[src/rtl/addsub_uop_pkg.sv]
package addsub_uop_pkg;
  localparam int INSN_W    = 32;
  localparam int GPR_IDX_W = 5;
  localparam int SI_W      = 16;
  localparam int PFX_IMM_W = 18;
  localparam int XO_W      = 9;

  localparam logic [5:0] OPC_PREFIX  = 6'd1;
  localparam logic [1:0] PFX_TYPE_LS = 2'd2;
  localparam logic [5:0] OPC_SUBFIMM = 6'd8;
  localparam logic [5:0] OPC_ADDIC   = 6'd12;
  localparam logic [5:0] OPC_ADDICR  = 6'd13;
  localparam logic [5:0] OPC_ADDI    = 6'd14;
  localparam logic [5:0] OPC_ADDIS   = 6'd15;
  localparam logic [5:0] OPC_XFORM   = 6'd31;

  typedef enum logic [1:0] {SRC_ZERO = 2'd0, SRC_GPR = 2'd1, SRC_CARRY = 2'd2} srcKindE;
  typedef enum logic [1:0] {OUT_FULL64 = 2'd0, OUT_RSVD = 2'd3} outModeE;
  typedef enum logic [2:0] {
    IMM_NONE = 3'd0, IMM_SI16 = 3'd1, IMM_SI16_HI = 3'd2, IMM_PREFIXED = 3'd3, IMM_ALLONES = 3'd4
  } immKindE;

  typedef struct packed {
    logic    valid;
    logic    src0FromRa;
    logic    raZeroIsConst;
    srcKindE src1Kind;
    srcKindE src2Kind;
    immKindE immKind;
    logic    writeCarry;
    logic    writeCr0;
    logic    invSrc0;
    logic    src1CarryIn;
    logic    invCarryIn;
    logic    addPc;
  } ctrlStrobesT;
endpackage

[src/rtl/addsub_uop_ctrl.sv]
module addsub_uop_ctrl
  import addsub_uop_pkg::*;
(
  input  logic              prefixValid,
  input  logic [INSN_W-1:0] prefixWord,
  input  logic [INSN_W-1:0] insnWord,
  output ctrlStrobesT       strobes
);
  logic [5:0]           primOpc;
  logic [XO_W-1:0]      xoField;
  logic                 oeBit;
  logic                 rcBit;
  logic [GPR_IDX_W-1:0] raField;
  logic                 prefixOk;
  logic                 pcRelBit;

  assign primOpc  = insnWord[31:26];
  assign xoField  = insnWord[9:1];
  assign oeBit    = insnWord[10];
  assign rcBit    = insnWord[0];
  assign raField  = insnWord[20:16];
  assign prefixOk = (prefixWord[31:26] == OPC_PREFIX) && (prefixWord[25:24] == PFX_TYPE_LS)
                    && (primOpc == OPC_ADDI);
  assign pcRelBit = prefixWord[20];

  always_comb begin
    strobes = '0;
    if (prefixValid) begin
      if (prefixOk) begin
        strobes.immKind = IMM_PREFIXED;
        if (pcRelBit) begin
          strobes.valid = (raField == '0);
          strobes.addPc = (raField == '0);
        end else begin
          strobes.valid         = 1'b1;
          strobes.src0FromRa    = 1'b1;
          strobes.raZeroIsConst = 1'b1;
        end
      end
    end else begin
      unique case (primOpc)
        OPC_ADDI, OPC_ADDIS: begin
          strobes.valid         = 1'b1;
          strobes.src0FromRa    = 1'b1;
          strobes.raZeroIsConst = 1'b1;
          strobes.immKind       = (primOpc == OPC_ADDIS) ? IMM_SI16_HI : IMM_SI16;
        end
        OPC_ADDIC, OPC_ADDICR: begin
          strobes.valid      = 1'b1;
          strobes.src0FromRa = 1'b1;
          strobes.immKind    = IMM_SI16;
          strobes.writeCarry = 1'b1;
          strobes.writeCr0   = (primOpc == OPC_ADDICR);
        end
        OPC_SUBFIMM: begin
          strobes.valid      = 1'b1;
          strobes.src0FromRa = 1'b1;
          strobes.immKind    = IMM_SI16;
          strobes.writeCarry = 1'b1;
          strobes.invSrc0    = 1'b1;
          strobes.invCarryIn = 1'b1;
        end
        OPC_XFORM: begin
          if (!oeBit) begin
            strobes.src0FromRa = 1'b1;
            strobes.valid      = 1'b1;
            unique case (xoField)
              9'd266: strobes.src1Kind = SRC_GPR;
              9'd10: begin
                strobes.src1Kind   = SRC_GPR;
                strobes.writeCarry = 1'b1;
              end
              9'd40: begin
                strobes.src1Kind   = SRC_GPR;
                strobes.invSrc0    = 1'b1;
                strobes.invCarryIn = 1'b1;
              end
              9'd8: begin
                strobes.src1Kind   = SRC_GPR;
                strobes.invSrc0    = 1'b1;
                strobes.invCarryIn = 1'b1;
                strobes.writeCarry = 1'b1;
              end
              9'd138, 9'd136: begin
                strobes.src1Kind    = SRC_CARRY;
                strobes.src2Kind    = SRC_GPR;
                strobes.src1CarryIn = 1'b1;
                strobes.writeCarry  = 1'b1;
                strobes.invSrc0     = (xoField == 9'd136);
              end
              9'd234, 9'd232, 9'd202, 9'd200: begin
                strobes.src1Kind    = SRC_CARRY;
                strobes.src1CarryIn = 1'b1;
                strobes.writeCarry  = 1'b1;
                strobes.immKind     = xoField[5] ? IMM_ALLONES : IMM_NONE;
                strobes.invSrc0     = !xoField[1];
              end
              9'd104: begin
                strobes.invSrc0    = 1'b1;
                strobes.invCarryIn = 1'b1;
              end
              default: strobes = '0;
            endcase
            strobes.writeCr0 = strobes.valid & rcBit;
          end
        end
        default: strobes = '0;
      endcase
    end
  end
endmodule

[src/rtl/addsub_uop_dpath.sv]
module addsub_uop_dpath
  import addsub_uop_pkg::*;
#(
  parameter int DATA_W = 64
) (
  input  ctrlStrobesT          strobes,
  input  logic [INSN_W-1:0]    prefixWord,
  input  logic [INSN_W-1:0]    insnWord,
  output logic [GPR_IDX_W-1:0] destGpr,
  output logic                 destCarry,
  output logic                 destCr0,
  output srcKindE              src0Kind,
  output logic [GPR_IDX_W-1:0] src0Gpr,
  output srcKindE              src1Kind,
  output logic [GPR_IDX_W-1:0] src1Gpr,
  output srcKindE              src2Kind,
  output logic [GPR_IDX_W-1:0] src2Gpr,
  output logic [DATA_W-1:0]    immValue,
  output outModeE              outMode,
  output logic [3:0]           flagBits
);
  localparam int PIMM_W = PFX_IMM_W + SI_W;

  logic [GPR_IDX_W-1:0] rtField, raField, rbField;
  logic [SI_W-1:0]      siField;
  logic [PIMM_W-1:0]    prefImm;

  assign rtField = insnWord[25:21];
  assign raField = insnWord[20:16];
  assign rbField = insnWord[15:11];
  assign siField = insnWord[SI_W-1:0];
  assign prefImm = {prefixWord[PFX_IMM_W-1:0], siField};

  always_comb begin
    unique case (strobes.immKind)
      IMM_SI16:     immValue = {{(DATA_W-SI_W){siField[SI_W-1]}}, siField};
      IMM_SI16_HI:  immValue = {{(DATA_W-2*SI_W){siField[SI_W-1]}}, siField, {SI_W{1'b0}}};
      IMM_PREFIXED: immValue = {{(DATA_W-PIMM_W){prefImm[PIMM_W-1]}}, prefImm};
      IMM_ALLONES:  immValue = '1;
      default:      immValue = '0;
    endcase
    if (!strobes.valid) immValue = '0;
  end

  always_comb begin
    src0Kind = SRC_ZERO;
    src0Gpr  = '0;
    if (strobes.valid && strobes.src0FromRa &&
        !(strobes.raZeroIsConst && raField == '0)) begin
      src0Kind = SRC_GPR;
      src0Gpr  = raField;
    end
  end

  always_comb begin
    src1Kind = strobes.valid ? strobes.src1Kind : SRC_ZERO;
    src2Kind = strobes.valid ? strobes.src2Kind : SRC_ZERO;
    src1Gpr  = (src1Kind == SRC_GPR) ? rbField : '0;
    src2Gpr  = (src2Kind == SRC_GPR) ? rbField : '0;
  end

  assign destGpr   = strobes.valid ? rtField : '0;
  assign destCarry = strobes.valid & strobes.writeCarry;
  assign destCr0   = strobes.valid & strobes.writeCr0;
  assign outMode   = OUT_FULL64;
  assign flagBits  = strobes.valid ?
                     {strobes.invSrc0, strobes.src1CarryIn, strobes.invCarryIn, strobes.addPc} : 4'b0;
endmodule

[src/rtl/addsub_uop_decoder.sv]
module addsub_uop_decoder
  import addsub_uop_pkg::*;
#(
  parameter int DATA_W = 64
) (
  input  logic              prefixValid,
  input  logic [31:0]       prefixWord,
  input  logic [31:0]       insnWord,
  output logic              uopValid,
  output logic [4:0]        destGpr,
  output logic              destCarry,
  output logic              destCr0,
  output logic [1:0]        src0Kind,
  output logic [4:0]        src0Gpr,
  output logic [1:0]        src1Kind,
  output logic [4:0]        src1Gpr,
  output logic [1:0]        src2Kind,
  output logic [4:0]        src2Gpr,
  output logic [DATA_W-1:0] immValue,
  output logic [1:0]        outMode,
  output logic              invSrc0,
  output logic              src1IsCarryIn,
  output logic              invCarryIn,
  output logic              addPc
);
  ctrlStrobesT strobes;
  srcKindE     k0, k1, k2;
  outModeE     modeE;
  logic [3:0]  flagBits;

  addsub_uop_ctrl ctrl_i (
    .prefixValid(prefixValid), .prefixWord(prefixWord), .insnWord(insnWord), .strobes(strobes)
  );

  addsub_uop_dpath #(.DATA_W(DATA_W)) dpath_i (
    .strobes(strobes), .prefixWord(prefixWord), .insnWord(insnWord),
    .destGpr(destGpr), .destCarry(destCarry), .destCr0(destCr0),
    .src0Kind(k0), .src0Gpr(src0Gpr), .src1Kind(k1), .src1Gpr(src1Gpr),
    .src2Kind(k2), .src2Gpr(src2Gpr), .immValue(immValue), .outMode(modeE),
    .flagBits(flagBits)
  );

  assign uopValid      = strobes.valid;
  assign src0Kind      = k0;
  assign src1Kind      = k1;
  assign src2Kind      = k2;
  assign outMode       = modeE;
  assign invSrc0       = flagBits[3];
  assign src1IsCarryIn = flagBits[2];
  assign invCarryIn    = flagBits[1];
  assign addPc         = flagBits[0];

  always_comb begin
    a_r10_invalid_quiet: assert (uopValid || (immValue == '0 && k0 == SRC_ZERO &&
                                 k1 == SRC_ZERO && k2 == SRC_ZERO && !destCarry))
      else $error("invalid micro-op leaks operand fields");
    a_r6_carry_slot: assert (!src1IsCarryIn || k1 == SRC_CARRY)
      else $error("carry-in flag without carry source in slot 1");
    a_r2_pc_zero_base: assert (!addPc || (k0 == SRC_ZERO && prefixValid))
      else $error("add-PC with non-zero base");
    a_r13_unused_index: assert ((k0 == SRC_GPR || src0Gpr == '0) &&
                                (k1 == SRC_GPR || src1Gpr == '0) &&
                                (k2 == SRC_GPR || src2Gpr == '0))
      else $error("index set on non-GPR source");
    a_r9_no_cr0_prefixed: assert (!(prefixValid && destCr0))
      else $error("field 0 written by prefixed form");
    a_r8_inv_pair: assert (!invCarryIn || invSrc0)
      else $error("carry-in inverted without source inversion");
  end
endmodule

[config.mk]
export PLATFORM = sky130hd
export DESIGN_NAME = addsub_uop_decoder
export DESIGN_NICKNAME = d
export VERILOG_FILES = /design/src/rtl/addsub_uop_pkg.sv /design/src/rtl/addsub_uop_ctrl.sv /design/src/rtl/addsub_uop_dpath.sv /design/src/rtl/addsub_uop_decoder.sv
export SDC_FILE = /design/constraint.sdc
export NUM_CORES = 1
export LEC_CHECK = 0
export ABC_CLOCK_PERIOD_IN_PS = 9500
export BUFFER_PORTS_ARGS = -buffer_cell sky130_fd_sc_hd__buf_4
export CORE_ASPECT_RATIO = 0.5
export CORE_MARGIN = 4
export CORE_UTILIZATION = 36
export DETAILED_ROUTE_END_ITERATION = 10
export PLACE_DENSITY = 0.9
export SLEW_MARGIN = 20
export SYNTH_ARGS = -nofsm -noshare
export SYNTH_HDL_FRONTEND = slang
export SYNTH_SLANG_ARGS = --single-unit
[constraint.sdc]
create_clock -name vclk -period 9.5
set_clock_uncertainty 0.15 [all_clocks]
set_input_delay 1.9 -clock vclk [all_inputs]
set_output_delay 1.9 -clock vclk [all_outputs]
set_load 0.005 [all_outputs]
-- After elaboration in Yosys (flattened, before gate mapping)
Index checks and enable logic that the tools add are counted.
- multiplexer cells: 45
- equality and inequality tests: 25
- reductions and logical operators: 19
- bitwise logic cells: 3
- operators by type and width (cell ; count):
    $pmux 64 s4 ; 1
    $mux 64 ; 1
    $eq 9x8->1 const B ; 6
    $eq 6x4->1 const B ; 5
    $mux 3 ; 9
    $mux 5 ; 5
    $eq 9x4->1 const B ; 2
    $mux 16 ; 1
    $mux 4 ; 3
    $mux 1 ; 11
    $reduce_or 11->1 ; 1
    $mux 2 ; 5
    $pmux 1 s2 ; 5
    $eq 9x6->1 const B ; 1
    $eq 9x7->1 const B ; 1
    $eq 9x9->1 const B ; 1
    $pmux 3 s3 ; 1
    $pmux 2 s2 ; 2
    $reduce_or 4->1 ; 2
    $reduce_or 8->1 ; 1
    $eq 3x2->1 const B ; 2
    $eq 6x1->1 const B ; 1
    $eq 6x5->1 const B ; 1
    $reduce_or 2->1 ; 3
    12 further kinds ; 21
- output and inout port bits: 99
- input bits: 65
- logic and storage cells: 92
- flip-flop bits (word level): 0

-- Logic depth before layout (Yosys ltp)
- depth after elaboration: 14
- mapped depth: 9
- gate-level depth less buffers: 5

-- Modules after synthesis
A second synthesis with hierarchy kept.
- cells, all modules: 221
- area, all modules: 1539.0 um2
- modules (own cells, without submodules) (module ; times used ; sequential area each (um2) ; cells each ; area an instance (um2)):
    addsub_uop_dpath ; 1 ; 0.0 ; 163 ; 1138.6
    addsub_uop_ctrl ; 1 ; 0.0 ; 58 ; 400.4

-- Least setup slack after synthesis
No wires, ideal clock.
- path kind: input-to-output
- from: in insnWord[5]
- to: out immValue[34]
- cell stages on the path: 8
- path buffers: 3
- slack: 2.429 ns
- data arrival time: 5.021 ns
- data required time: 7.450 ns
- cells stage by stage: or4b_1 -> or4_1 -> buf_2 -> nor2_1 -> o41ai_1 -> clkbuf_1 -> a21oi_1 -> buf_4
- cells in the longest elaborated chain, start to end: 10
- elaborated cells between the ends (all ways): 29
- those cells by class: eq/ne: 15; mux: 12; reduce/logical: 2
- RTL lines (what ; RTL line ; source):
    start: declaration ; addsub_uop_decoder.sv:8 ; input logic [31:0] insnWord,
    $eq 9x9->1, or another cell as far along ; addsub_uop_ctrl.sv:67 ; unique case (xoField)
    $reduce_or 11->1 (no source line) ; -- ;
    $mux 3 ; addsub_uop_ctrl.sv:67 ;
    $mux 3 ; addsub_uop_ctrl.sv:64 ; if (!oeBit) begin
    $mux 3 ; addsub_uop_ctrl.sv:41 ; unique case (primOpc)
    $mux 3 ; addsub_uop_ctrl.sv:28 ; if (prefixValid) begin
    $mux 16 * ; addsub_uop_ctrl.sv:64 ;
    parallel branches: the longest is 2 deep, another holds $pmux 64 s4 ; -- ;
    $mux 64 * ; addsub_uop_dpath.sv:42 ; if (!strobes.valid) immValue = '0;
    end: declaration ; addsub_uop_decoder.sv:19 ; output logic [DATA_W-1:0] immValue,
Mark *: on every way between the ends. The select of a mux whose other input is x is not followed.

-- Worst setup path after layout
- from: in insnWord[5]
- to: out immValue[43]
Same word-level chain as after synthesis.

==> impl_metrics.tcl <==
set metrics [dict create \
    core_area_um2 3190 \
    die_y_um 50.1 \
    postCtsResizedCells 0 \
    portBuffers 155 \
    seq_cells 0 \
    routedWlPerCell_um 16.2 \
    period_share_pct 71.3 \
    nets 390 \
    design_power_total_uw 46.8 \
    synth_seq_area_share_pct 0 \
    initial_utilization_pct 40.0 \
    regArea_um2 0 \
    vias 1929 \
    rsz0062_at_grt "no" \
    fmax_ghz 0.148 \
    dp_hpwl_um 4950 \
    ant_nets 0 \
    crit_buf_inv 3 \
    holdBufCountCts 0 \
    hold_path_class "in2out" \
    period_needed_ps 6770 \
    layout_common_cells "buf_4, a21oi_1, nand2_1" \
    drc_errors 0 \
    cp.required_ps 7450 \
    grt_max_degree 41 \
    synth_fa_ha_area_share_pct 0.784 \
    drive_gt1_share_pct 52.0 \
    slew_headroom_pct 28.3 \
    hold_depth 3 \
    cpMaxStageDelayCell "or4_1" \
    areaGrowthSynthToFinish_pct 74.9 \
    dr.pass1.iters 5 \
    p_per_area_nw_per_um2 20.9 \
    syn_inst 215 \
    crit_chain "buf_4, or4b_1, or4_1, nor2_1, o41ai_2, buf_4, a21oi_4, buf_4" \
    ios 164 \
    diodes 0 \
    place_congestion 0.963 \
    grt_overflow 0 \
    synthesis.area_um2 1280 \
    rows 14 \
    setup_tns_ps 0 \
    avgViaCountPerCell 5.20 \
    cp-end-kind "output port" \
    drtIter0Drc 118 \
    synth_warnings 0 \
    mostFrequentLayoutCell "buf_4" \
    antenna_found_initial 0 \
    maxSlewViolCount 0 \
    synth.avg_cell_area_um2 5.94 \
    cp_top_family "simple AND/OR/NAND/NOR gates" \
    hold_violations 0 \
    setup.worst_path.start_class "primary input" \
    grt_util_all_layers_pct 23.0 \
    max_stage_delay_ps 640 \
    ir_worst_vdd_uv 18.7 \
    routed_wl_um 6010 \
    grt_first_pass_wirelength_um 8940 \
    status "complete, no violations" \
    cts_setup_buffers 0 \
    power.leakage_uw 0.00109 \
    arrival_ps 4720 \
    design.die.area_um2 4620 \
    maxCapViolations 0 \
    die_w_um 92.2 \
    synth-xor-area-share_pct 0 \
    synthMuxAreaShare_pct 0.882 \
    grt_pass1_vias 1752 \
    yosys.cell_types.count 42 \
    crit_top_cell "buf_4" \
    setup_viol 0 \
    cp_max_fo 40 \
    synth_compound_area_share_pct 33.4 \
    critPathKind "in2out" \
    clockBufferCount 0 \
    synth_top_family_by_area "simple AND/OR/NAND/NOR gates" \
    worst_slew_pin_slew_ps 1070 \
    cp_num_cells 8 \
    synth-simple-area-share_pct 36.5 \
]
final cells by class:
class	count	area, um^2
fillers	262	956
inverters	8	30.0
multi-input cells	157	956
repair buffers	158	1190
well taps	48	60.1
where the power goes:
part | internal (uW) | switching, uW
Sequential | 0 | 0
Clock | 0 | 0
Combinational | 24.8 | 21.9
tightest hold or removal path: stages:
cell and delay [ps]:
buf_4 70, nor2b_1 110, buf_4 110
synth_stat cells, drive strengths merged, types with 2 or more instances:
cell type,count,share of area (%)
nor3,5,2.0
nor3b,2,1.2
a21oi,41,16
o31ai,2,1.2
a211oi,2,1.2
nand2b,2,0.98
nor4,3,2.0
or4,2,1.5
a21boi,4,2.4
nor2b,5,2.5
inv,8,2.4
buf,36,21
o21ai,2,0.78
clkbuf,17,5.0
nand2,23,6.8
nor2,13,4.4
and2,8,3.9
nor4b,6,4.6
nand4b,2,1.4
a22oi,15,8.8
or2,2,0.98
logic make-up after synthesis:
kind of cell             count (synthesis)
AO/OA/AOI/OAI                           71
adder cells (fa/ha/maj)                  1
buffers and inverters                   61
multiplexers                             1
other                                    1
AND/OR/NAND/NOR                         80
worst paths after layout:
| check | from | end | slack (ps) |
|---|---|---|---|
| worst max-delay path | insnWord[5] | immValue[43] | 2730 |
| worst min-delay path | insnWord[25] | destGpr[4] | 3950 |
through the flow:
stage,hold slack (ps),cells,worst slack (ps),util [%],instance area [um^2]
4_1_cts,3950,371,2470,69.8,2220
6_report,3950,371,2730,70.0,2230
3_3_place_gp,3950,371,2600,69.5,2220
5_1_grt,3960,371,2560,70.0,2230
2_1_floorplan,3750,218,2430,-,1290
3_5_place_dp,3950,371,2480,69.8,2220
layer usage:
metal / vias up / wire [um] / global-route usage (%)
li1: 938 / - / -
met1: 911 / 2360 / 29.3
met2: 78 / 3350 / 45.5
met3: 2 / 292 / 0.608
met4: 0 / 14 / 0.985
met5: - / 0 / 0
Power figures use the tool's default switching activity.
